--- config.mk ---
export PLATFORM = sky130hd
export DESIGN_NAME = lvlcomp_top
export DESIGN_NICKNAME = d
export VERILOG_FILES = /design/src/rtl/lvlcomp_pkg.sv /design/src/rtl/lvlcomp_att_rom.sv /design/src/rtl/lvlcomp_sat_add.sv /design/src/rtl/lvlcomp_stage.sv /design/src/rtl/lvlcomp_top.sv
export SDC_FILE = /design/constraint.sdc
export NUM_CORES = 1
export LEC_CHECK = 0
export BUFFER_PORTS_ARGS = -buffer_cell sky130_fd_sc_hd__buf_2
export CORE_ASPECT_RATIO = 0.8
export CORE_MARGIN = 4
export CORE_UTILIZATION = 50
export DETAILED_ROUTE_END_ITERATION = 16
export HOLD_SLACK_MARGIN = 0.12
export PLACE_DENSITY = 0.73
export SLEW_MARGIN = 15
export SYNTH_ARGS = -nofsm -noshare
export SYNTH_HDL_FRONTEND = slang
export SYNTH_SLANG_ARGS = --single-unit
export TNS_END_PERCENT = 5
--- constraint.sdc ---
create_clock -name clk -period 2.7 [get_ports clk]
set_clock_uncertainty 0.15 [all_clocks]
set_input_delay 0.27 -clock clk [delete_from_list [all_inputs] [get_ports clk]]
set_output_delay 0.27 -clock clk [all_outputs]
set_load 0.01 [all_outputs]
--- src/rtl/lvlcomp_pkg.sv ---
package lvlcomp_pkg;

  localparam int CNT_W = 3;
  localparam int ATT_W = 6;
  localparam int MAX_FIELD = 5;

  function automatic logic [ATT_W-1:0] att_for_count(input logic [CNT_W-1:0] cnt);
    logic [ATT_W-1:0] a;
    case (cnt)
      3'd0:    a = 6'd0;
      3'd1:    a = 6'd16;
      3'd2:    a = 6'd25;
      3'd3:    a = 6'd32;
      3'd4:    a = 6'd37;
      default: a = 6'd41;
    endcase
    return a;
  endfunction

endpackage

--- src/rtl/lvlcomp_att_rom.sv ---
module lvlcomp_att_rom
  import lvlcomp_pkg::*;
(
  input  logic [CNT_W-1:0] count,
  output logic [ATT_W-1:0] att
);
  logic [CNT_W-1:0] clamped;

  always_comb begin
    if (count > CNT_W'(MAX_FIELD)) clamped = CNT_W'(MAX_FIELD);
    else                           clamped = count;
    att = att_for_count(clamped);
  end
endmodule

--- src/rtl/lvlcomp_sat_add.sv ---
module lvlcomp_sat_add #(
  parameter int LVL_W = 12,
  parameter int ADD_W = 6
) (
  input  logic [LVL_W-1:0] level,
  input  logic [ADD_W-1:0] att,
  output logic [LVL_W-1:0] sum
);
  localparam logic [LVL_W-1:0] FULL = '1;
  logic [LVL_W:0] wide;

  always_comb begin
    wide = {1'b0, level} + (LVL_W+1)'(att);
    if (wide[LVL_W]) sum = FULL;
    else             sum = wide[LVL_W-1:0];
  end
endmodule

--- src/rtl/lvlcomp_stage.sv ---
module lvlcomp_stage #(
  parameter int W = 12
) (
  input  logic         clk,
  input  logic         rst_n,
  input  logic         up_valid,
  output logic         up_ready,
  input  logic [W-1:0] up_data,
  output logic         dn_valid,
  input  logic         dn_ready,
  output logic [W-1:0] dn_data
);
  logic         full_q;
  logic [W-1:0] data_q;

  assign up_ready = !full_q || dn_ready;
  assign dn_valid = full_q;
  assign dn_data  = data_q;

  always_ff @(posedge clk or negedge rst_n) begin
    if (!rst_n) begin
      full_q <= 1'b0;
      data_q <= '0;
    end else if (up_ready) begin
      full_q <= up_valid;
      if (up_valid) data_q <= up_data;
    end
  end
endmodule

--- src/rtl/lvlcomp_top.sv ---
module lvlcomp_top
  import lvlcomp_pkg::*;
#(
  parameter int ENV_W = 12,
  parameter int DEPTH = 2
) (
  input  logic             clk,
  input  logic             rst_n,
  input  logic             in_valid,
  output logic             in_ready,
  input  logic [CNT_W-1:0] in_count,
  input  logic [ENV_W-1:0] in_level,
  output logic             out_valid,
  input  logic             out_ready,
  output logic [ENV_W-1:0] out_level
);
  logic [ATT_W-1:0] att;
  logic [ENV_W-1:0] sum;

  logic             v   [DEPTH+1];
  logic             r   [DEPTH+1];
  logic [ENV_W-1:0] d   [DEPTH+1];

  lvlcomp_att_rom rom_i (
    .count (in_count),
    .att   (att)
  );

  lvlcomp_sat_add #(.LVL_W(ENV_W), .ADD_W(ATT_W)) add_i (
    .level (in_level),
    .att   (att),
    .sum   (sum)
  );

  assign v[0]     = in_valid;
  assign d[0]     = sum;
  assign in_ready = r[0];

  for (genvar g = 0; g < DEPTH; g++) begin : g_pipe
    lvlcomp_stage #(.W(ENV_W)) stage_i (
      .clk      (clk),
      .rst_n    (rst_n),
      .up_valid (v[g]),
      .up_ready (r[g]),
      .up_data  (d[g]),
      .dn_valid (v[g+1]),
      .dn_ready (r[g+1]),
      .dn_data  (d[g+1])
    );
  end

  assign r[DEPTH]   = out_ready;
  assign out_valid  = v[DEPTH];
  assign out_level  = d[DEPTH];
endmodule

==> out/summary.md, run 1 <==
For the DRC violation total after the first TritonRoute iteration, the log shows 36. The tools report the CTS buffer count as 3. The die is 58.0 um tall. At the end of routability-driven placement, the weighted congestion stood at 0.904. The async set-or-reset flop fraction in the synthesized netlist came out at 100%.

The logs give 315 uV for the worst supply voltage drop on vdd and 2 for the number of hold buffers added after CTS. Ranked by total cell area, the synthesized netlist is headed by dfrtp_1, mux2_2, buf_4, ha_1, a21oi_1. The sequential standard cell area was 651 um2. The pin slew with the least headroom to its limit works out to 0.699 ns. The total clock sinks was 26; the flip-flop and latch count after synthesis was 26. Traced cell by cell, the critical path runs through buf_2 -> nand2b_1 -> nand2b_1 -> ha_1 -> ha_1 -> a211o_1 -> a211o_1 -> nand2_1 -> a31oi_1. The number of global-route vias before repair was 1252.

Gate count of the mapped netlist: 154. The number of detailed-route iterations in the first pass is 4. The most critical setup path has its startpoint at in_count[0]. At the later pin of the worst-skew pair, clock insertion delay measures 0.27 ns. Cell type with the largest total area after synthesis: dfrtp_1.

Relative to the synthesized area, the layout overhead comes to 12.7%. In the final design database the tool counted 204 nets. The number of antenna violations at the first check in global routing is 0, and the delay contributed by the slowest stage of the critical path is 0.36 ns.

The clock input transition at the sequential cells of the worst setup and hold paths was 0.09 ns; the average wire per standard cell was 15.4 um. TritonCTS built the clock tree. Clock tree synthesis selected as its root buffer the cell clkbuf_8.

The floorplan row count came out at 17. Of the available clock period, the critical path in the final layout requires 81.7%. The dominant combinational cell family by area after synthesis was compound AO/OA/AOI/OAI gates. Summing the areas of all fa, ha and maj instances in the mapped netlist gives 4.80% of the synthesized area.

The class of the tightest hold or removal check is input port to register. The dominant register cell in the synthesized netlist was dfrtp_1. For the antenna diode count, the log shows 0.

After synthesis, the netlist uses 43 different library cells. The effective utilization at floorplan was 54.4%. The maximum level of the CTS H-tree was 1. The kind of end point of the critical path is a register. The required time of the worst setup path was 2.66 ns; the maximum achievable frequency was 0.453 GHz. The cell with the largest stage delay on the worst path is a211o_1. The setup-violating endpoint count in the final report was 0. The shortest clock period the worst path allows after layout was 2.21 ns. During synthesis, Yosys emitted a total of 0 warnings.

The mux cell area share after synthesis came out at 9.61%. Cells with a size suffix above 1 make up 30.9% of the layout. Setup repair after global routing left no endpoint under its margin. The floorplan step defined a core boundary enclosing 2870 um2. The number of max-slew violations in the final report came out at 0. The count of final hold-check violations was 0. Once detailed placement completed, the half-perimeter wirelength came to 2.58 mm. The synthesized design contains 0 enable-type register cells. The first global-routing pass estimated 5.55 mm of wire. No sink is reached through more buffers than the 2 on the longest clock path.

In this run the static leakage power is 0.768 nW. The total grt overflow is 0. At the worst endpoint, the arrival time is 2.17 ns.

The share of the synthesized area in the top cell type was 41.6%; the share of the synthesized area in compound gates (AO/OA/AOI/OAI) was 18.3%. The number of nets handed over by synthesis was 179. For the DRC violation count after routing, the log shows 0. The worst flop-to-flop path startpoint is g_pipe[1].stage_i.dn_valid. The tools report the post-cts resize count as 0. Category of the most critical setup path: input port to register. The via density per instance works out to 5.81. In the final layout, the multi-input gates occupy 805 um2. The worst slew slack as a fraction of its limit came out at 53.4%. Summed over all failing endpoints, the final setup total negative slack is 0 ns. Total length of routed wires: 3.34 mm. The sequential area share after synthesis was 41.6%; the total power per unit cell area was 655 nW/um2. The mean instance size in the synthesized netlist is 10.1 um2, and the cell area after technology mapping is 1560 um2. Summing the areas of all xor and xnor instances in the mapped netlist gives 2.24% of the synthesized area. The startpoint of the worst hold path is out_ready. The routed layout has 1254 vias. Once the clock tree was built, the setup fixing pass inserted 0 buffers. Entering global routing, the biggest net connects 27 pins.

The tools report the overall routing resource usage as 16.5%. After Yosys synthesis, and, or, nand and nor cells account for 16.6% of the synthesized area. Number of port buffers: 32. At the end of the flow the core is filled with cells to 61.4%. In this run the remaining antenna-violating nets after routing total 0. The flow ran to the end, and the final reports show no timing, DRC or antenna violations. The critical-path maximum fanout is 6, and the x dimension of the die is 70.5 um. The tools report the die footprint as 4090 um2.

The worst setup path is launched from an input port. The logs give 33 for the boundary pin count and 0 for the max-capacitance violation count. The count of fill cells added during filler insertion was 257.
sequential cells by signal (all words and copies together) (netlist names):
name / cells
g_pipe.stage_i.dn_data: 24
g_pipe.stage_i.dn_valid: 2
worst max-delay path: cells and delay by family:
| family | cells | cell delay, ns |
|---|---|---|
| AO/OA/AOI/OAI | 3 | 0.85 |
| buffers and inverters | 1 | 0.12 |
| adder cells (fa/ha/maj) | 2 | 0.46 |
| AND/OR/NAND/NOR | 3 | 0.47 |
metal layers:
layer | vias to the layer above | track usage, % | wire length (um)
met4 | 0 | 6.83 | 39
met2 | 50 | 26.8 | 1520
li1 | 605 | - | -
met5 | - | 0 | 0
met1 | 595 | 22.7 | 1560
met3 | 4 | 1.91 | 216
placed cells by master, fill, tap and decap left out, types with 2 or more instances in the layout:
cell	count
a211oi_1	2
a211o_1	4
mux2_2	12
nand4_1	2
inv_1	2
o21ai_0	3
o31ai_1	2
a21oi_1	12
a21o_1	2
ha_1	6
nand3_1	2
clkbuf_8	3
xor2_1	2
and3_1	2
nand2b_1	6
nand2_1	10
o21a_1	2
dlygate4sd3_1	2
dfrtp_1	26
buf_2	32
nor3_1	3
xnor2_1	2
nor2_1	13
a31oi_1	5
synth_stat cells (all sizes together) (2+ instances only):
cell type	n
a2111oi	2
a211o	4
a211oi	3
a21o	2
a21oi	13
a31oi	5
and2	2
and3	2
and4	2
buf	14
dfrtp	26
ha	6
inv	2
mux2	13
nand2	10
nand2b	6
nand3	2
nand4	2
nor2	13
nor3	4
o21a	2
o21ai	3
o31ai	2
xnor2	2
xor2	2
metrics by stage:
stage | std cells | area (um2) | power [W] | hold WS, ns | setup WS, ns
5_1_grt | 216 | 1760 | 0.00122 | 0.169 | 0.392
3_3_place_gp | 210 | 1670 | 0.000831 | 0.133 | 0.306
4_1_cts | 216 | 1760 | 0.00117 | 0.146 | 0.522
3_5_place_dp | 210 | 1670 | 0.000845 | 0.148 | 0.222
2_1_floorplan | 154 | 1560 | 0.000792 | -0.176 | 0.647
6_report | 216 | 1760 | 0.00115 | 0.147 | 0.494
power by group:
part | internal, W | leakage [nW] | total (W) | switching (W)
Clock | 0.000198 | 0.0357 | 0.000316 | 0.000117
Sequential | 0.000475 | 0.290 | 0.000515 | 0.0000403
Combinational | 0.000152 | 0.442 | 0.000323 | 0.000171
Total | 0.000826 | 0.768 | 0.00115 | 0.000329
final timing paths:
kind	end	slack, ns	cells after the start
max in group asynchronous	g_pipe[0].stage_i.dn_data[2]	1.64	2
hold reg to reg	g_pipe[0].stage_i.dn_data[8]	0.34	2
setup / recovery	g_pipe[0].stage_i.dn_data[4]	0.49	9
hold / removal	g_pipe[1].stage_i.dn_valid	0.15	3
setup reg to reg	g_pipe[0].stage_i.dn_data[10]	0.82	4
min in group asynchronous	g_pipe[0].stage_i.dn_data[4]	0.38	2
kinds of logic after synthesis:
| group | Yosys count |
|---|---|
| and+or+nand+nor | 49 |
| AOI/OAI and AO/OA | 40 |
| DFF | 26 |
| buffers and inverters | 16 |
| muxes | 13 |
| adders and majority gates | 6 |
| xor gates and xnor gates | 4 |
cell type report:
type                    instances  area share (%)
multi-input cells             112            45.7
flip-flops and latches         26            36.9
repair buffers                 34            10.2
well taps                      38            2.70
clock buffers                   3            2.34
clock inverters                 1            1.70
inverters                       2           0.426
No activity file was read; power rests on OpenSTA's default activity.
==> inputs of run 2 (changes only) <==
- clock period: 2.7 -> 2.3 ns (I/O delays scaled with it)
==> run 2 against run 1 <==
  * Via count rose by 1.8%
  * Non-clock buffer count grew 7
  * Highest routed layer unchanged
  * Sequential share of layout area down 0.52 points
  * Critical path depth is 3 lower
  * Combinational power is 21% higher
  * Clock power is 22% lower
  * First-iteration DRC count up 56%
  * Final area up 1.4%
  * Critical endpoint is now g_pipe[0].stage_i.dn_data[10]
==> out/summary.md, run 2 (synthesis gave the netlist of run 1 again) <==
The flow ran to the end, and the final reports show no timing, DRC or antenna violations. For this run, the top clock speed supported by timing is 0.492 GHz. Proportion of layout cells with a drive suffix above 1: 32.6% (+1.7 points). The run gives 27 (unchanged) as the maximum number of pins on one net before global-route repair.

The clock latency reported for the late side of the worst-skew pair was 0.26 ns (about the same); the floorplan core area was 2870 um2 (unchanged). The run gives 54.4% (unchanged) as the effective utilization at floorplan. The total length of routed wires came out at 3.38 mm (+1.2%). For the number of global-route vias before repair, the log shows 1217 (-2.8%).

Most frequent standard cell in the layout excluding fill and tap cells: buf_2. The placed wire-length estimate after detailed placement was 2.64 mm (+2.1%); the post-layout instance count excluding filler cells was 222 (+2.8%). The worst setup path is of the input port to register kind. The maximum root-to-sink buffer count came out at 2 (unchanged). For the overall routing resource usage, the log shows 17.5% (+0.98 points). Routed via count: 1276 (+1.8%). The tools report the required time of the worst setup path as 2.31 ns (-0.35 ns).

The least setup slack across all paths after layout is 0.268 ns (-0.225 ns), and the DRC violation total after the first TritonRoute iteration is 56 (+56%). Delay contributed by the slowest stage of the critical path: 0.61 ns (+0.25 ns). The critical path goes through dlygate4sd3_1 -> buf_2 -> nand3b_1 -> and2_0 -> and4_4 -> a211oi_2. The boundary pin count came out at 33 (unchanged).

The worst supply voltage drop on vdd was 285 uV (-9.4%); the post-CTS setup repair buffer count was 0 (unchanged). Via density per instance: 5.75 (-1.0%). The die footprint was 4090 um2 (unchanged). The x dimension of the die is 70.5 um (unchanged). Worst slew slack as a fraction of its limit: 54.1% (+0.70 points). The worst hold path belongs to the class input port to register. The worst setup path is captured at a register. The total power per unit cell area is 697 nW/um2 (+6.4%). The clock input transition at the sequential cells of the worst setup and hold paths works out to 0.09 ns (about the same). The floorplan row count is 17 (unchanged). The number of port buffers is 32 (unchanged).

The logs give 0 (unchanged) for the number of max-slew violations in the final report and 3 (+1) for the number of hold buffers added after CTS. STA classifies the critical path startpoint as an input port. The flip-flop count of the largest register, all copies and words added was 24 (unchanged). The run gives -0.00281 ns (-0.224 ns) as the post-placement setup slack.

The arrival time at the worst endpoint is 2.04 ns (-0.13 ns). The critical-path maximum fanout was 14 (+8); the count of final hold-check violations was 0 (unchanged). The tools report the number of detailed-route iterations in the first pass as 4 (unchanged). The vertical die dimension works out to 58.0 um (unchanged).

The leakage power of the design was 0.788 nW (+2.6%). From synthesis to final layout, the design area changed by 14.3%. The average wire per standard cell was 15.2 um (-1.6%); the setup-violating endpoint count in the final report was 0 (unchanged). The logs give 5.73 mm (+3.2%) for the global-route wire length before repair and 216 (+2.9%) for the number of cells in the design after placement.

CTS placed an instance of clkbuf_8 at the clock tree root. The logs give 211 (+3.4%) for the post-layout net count and 3 (unchanged) for the CTS buffer count. The pin slew with the least headroom to its limit works out to 0.689 ns (-0.0105 ns). The run gives 0 (unchanged) as the antenna diode count. TritonCTS built the clock tree. The total clock sinks is 26 (unchanged), and the part of the cycle the worst path needs is 88.3%. The cell with the largest stage delay on the worst path was and2_0.

Counting I/O delays and the setup requirement, the final critical path takes 2.03 ns. For the number of antenna violations at the first check in global routing, the log shows 0 (unchanged). The DRC violation count after routing was 0 (unchanged); the weighted congestion at the end of routability-driven global placement was 0.885 (-2.1%). The post-route antenna net violation count is 0 (unchanged).

The maximum level of the CTS H-tree was 1 (unchanged). In the layout the commonest cells are buf_2, dfrtp_1, nor2_1. Setup repair after global routing left no endpoint under its margin.

For the total grt overflow, the log shows 0 (unchanged). The max-capacitance violation count is 0 (unchanged). For the post-cts resize count, the log shows 0 (unchanged).
## run 2: routing by layer
layer	vias to the layer above	wire length, um	GRT usage (%)
met4	0	13	5.74
met1	605	1560	24.3
met2	50	1630	28.7
met3	2	180	2.25
li1	619	-	-
met5	-	0	0
## run 2: final cells by class
type,instances,area (um2)
timing repair buffer,41,235
fill,268,1080
inverter,2,7.51
clock buffer,3,41.3
sequential,26,651
multi-input combinational,112,805
tap,38,47.5
## run 2: report_power, final
part | leakage [nW] | switching, W | total, W | internal [W]
Combinational | 0.476 | 0.000201 | 0.000390 | 0.000189
Clock | 0.0216 | 0.000129 | 0.000246 | 0.000117
Sequential | 0.290 | 0.0000503 | 0.000608 | 0.000558
## run 2: path summary, 6_finish.rpt
path	startpoint	cells past startpoint	slack, ns	endpoint
setup / recovery	out_ready	6	0.27	g_pipe[0].stage_i.dn_data[10]
hold / removal	in_level[11]	3	0.13	g_pipe[0].stage_i.dn_data[11]
setup reg to reg	g_pipe[1].stage_i.dn_valid	4	0.44	g_pipe[0].stage_i.dn_data[10]
hold reg to reg	g_pipe[0].stage_i.dn_data[6]	2	0.35	g_pipe[0].stage_i.dn_data[6]
max in group asynchronous	rst_n	2	1.27	g_pipe[1].stage_i.dn_data[3]
min in group asynchronous	rst_n	2	0.34	g_pipe[1].stage_i.dn_data[11]
## run 2: worst max-delay path, delay by kind of cell
kind	cells	cell delay (ns)
and+or+nand+nor	3	1.15
buffers and inverters	2	0.62
AOI/OAI and AO/OA	1	0.04
## run 2: per-stage QoR
step	hold WS (ns)	total power, W	utilization [%]	setup TNS [ns]	cell area, um2
after global routing	0.133	0.00134	62.2	0	1790
after detailed placement	0.112	0.00101	59.7	-0.00281	1720
final	0.132	0.00125	62.2	0	1790
after global placement	0.0912	0.000988	59.7	0	1720
after CTS	0.124	0.00126	62.2	0	1790
after floorplan	-0.216	0.000930	-	0	1560
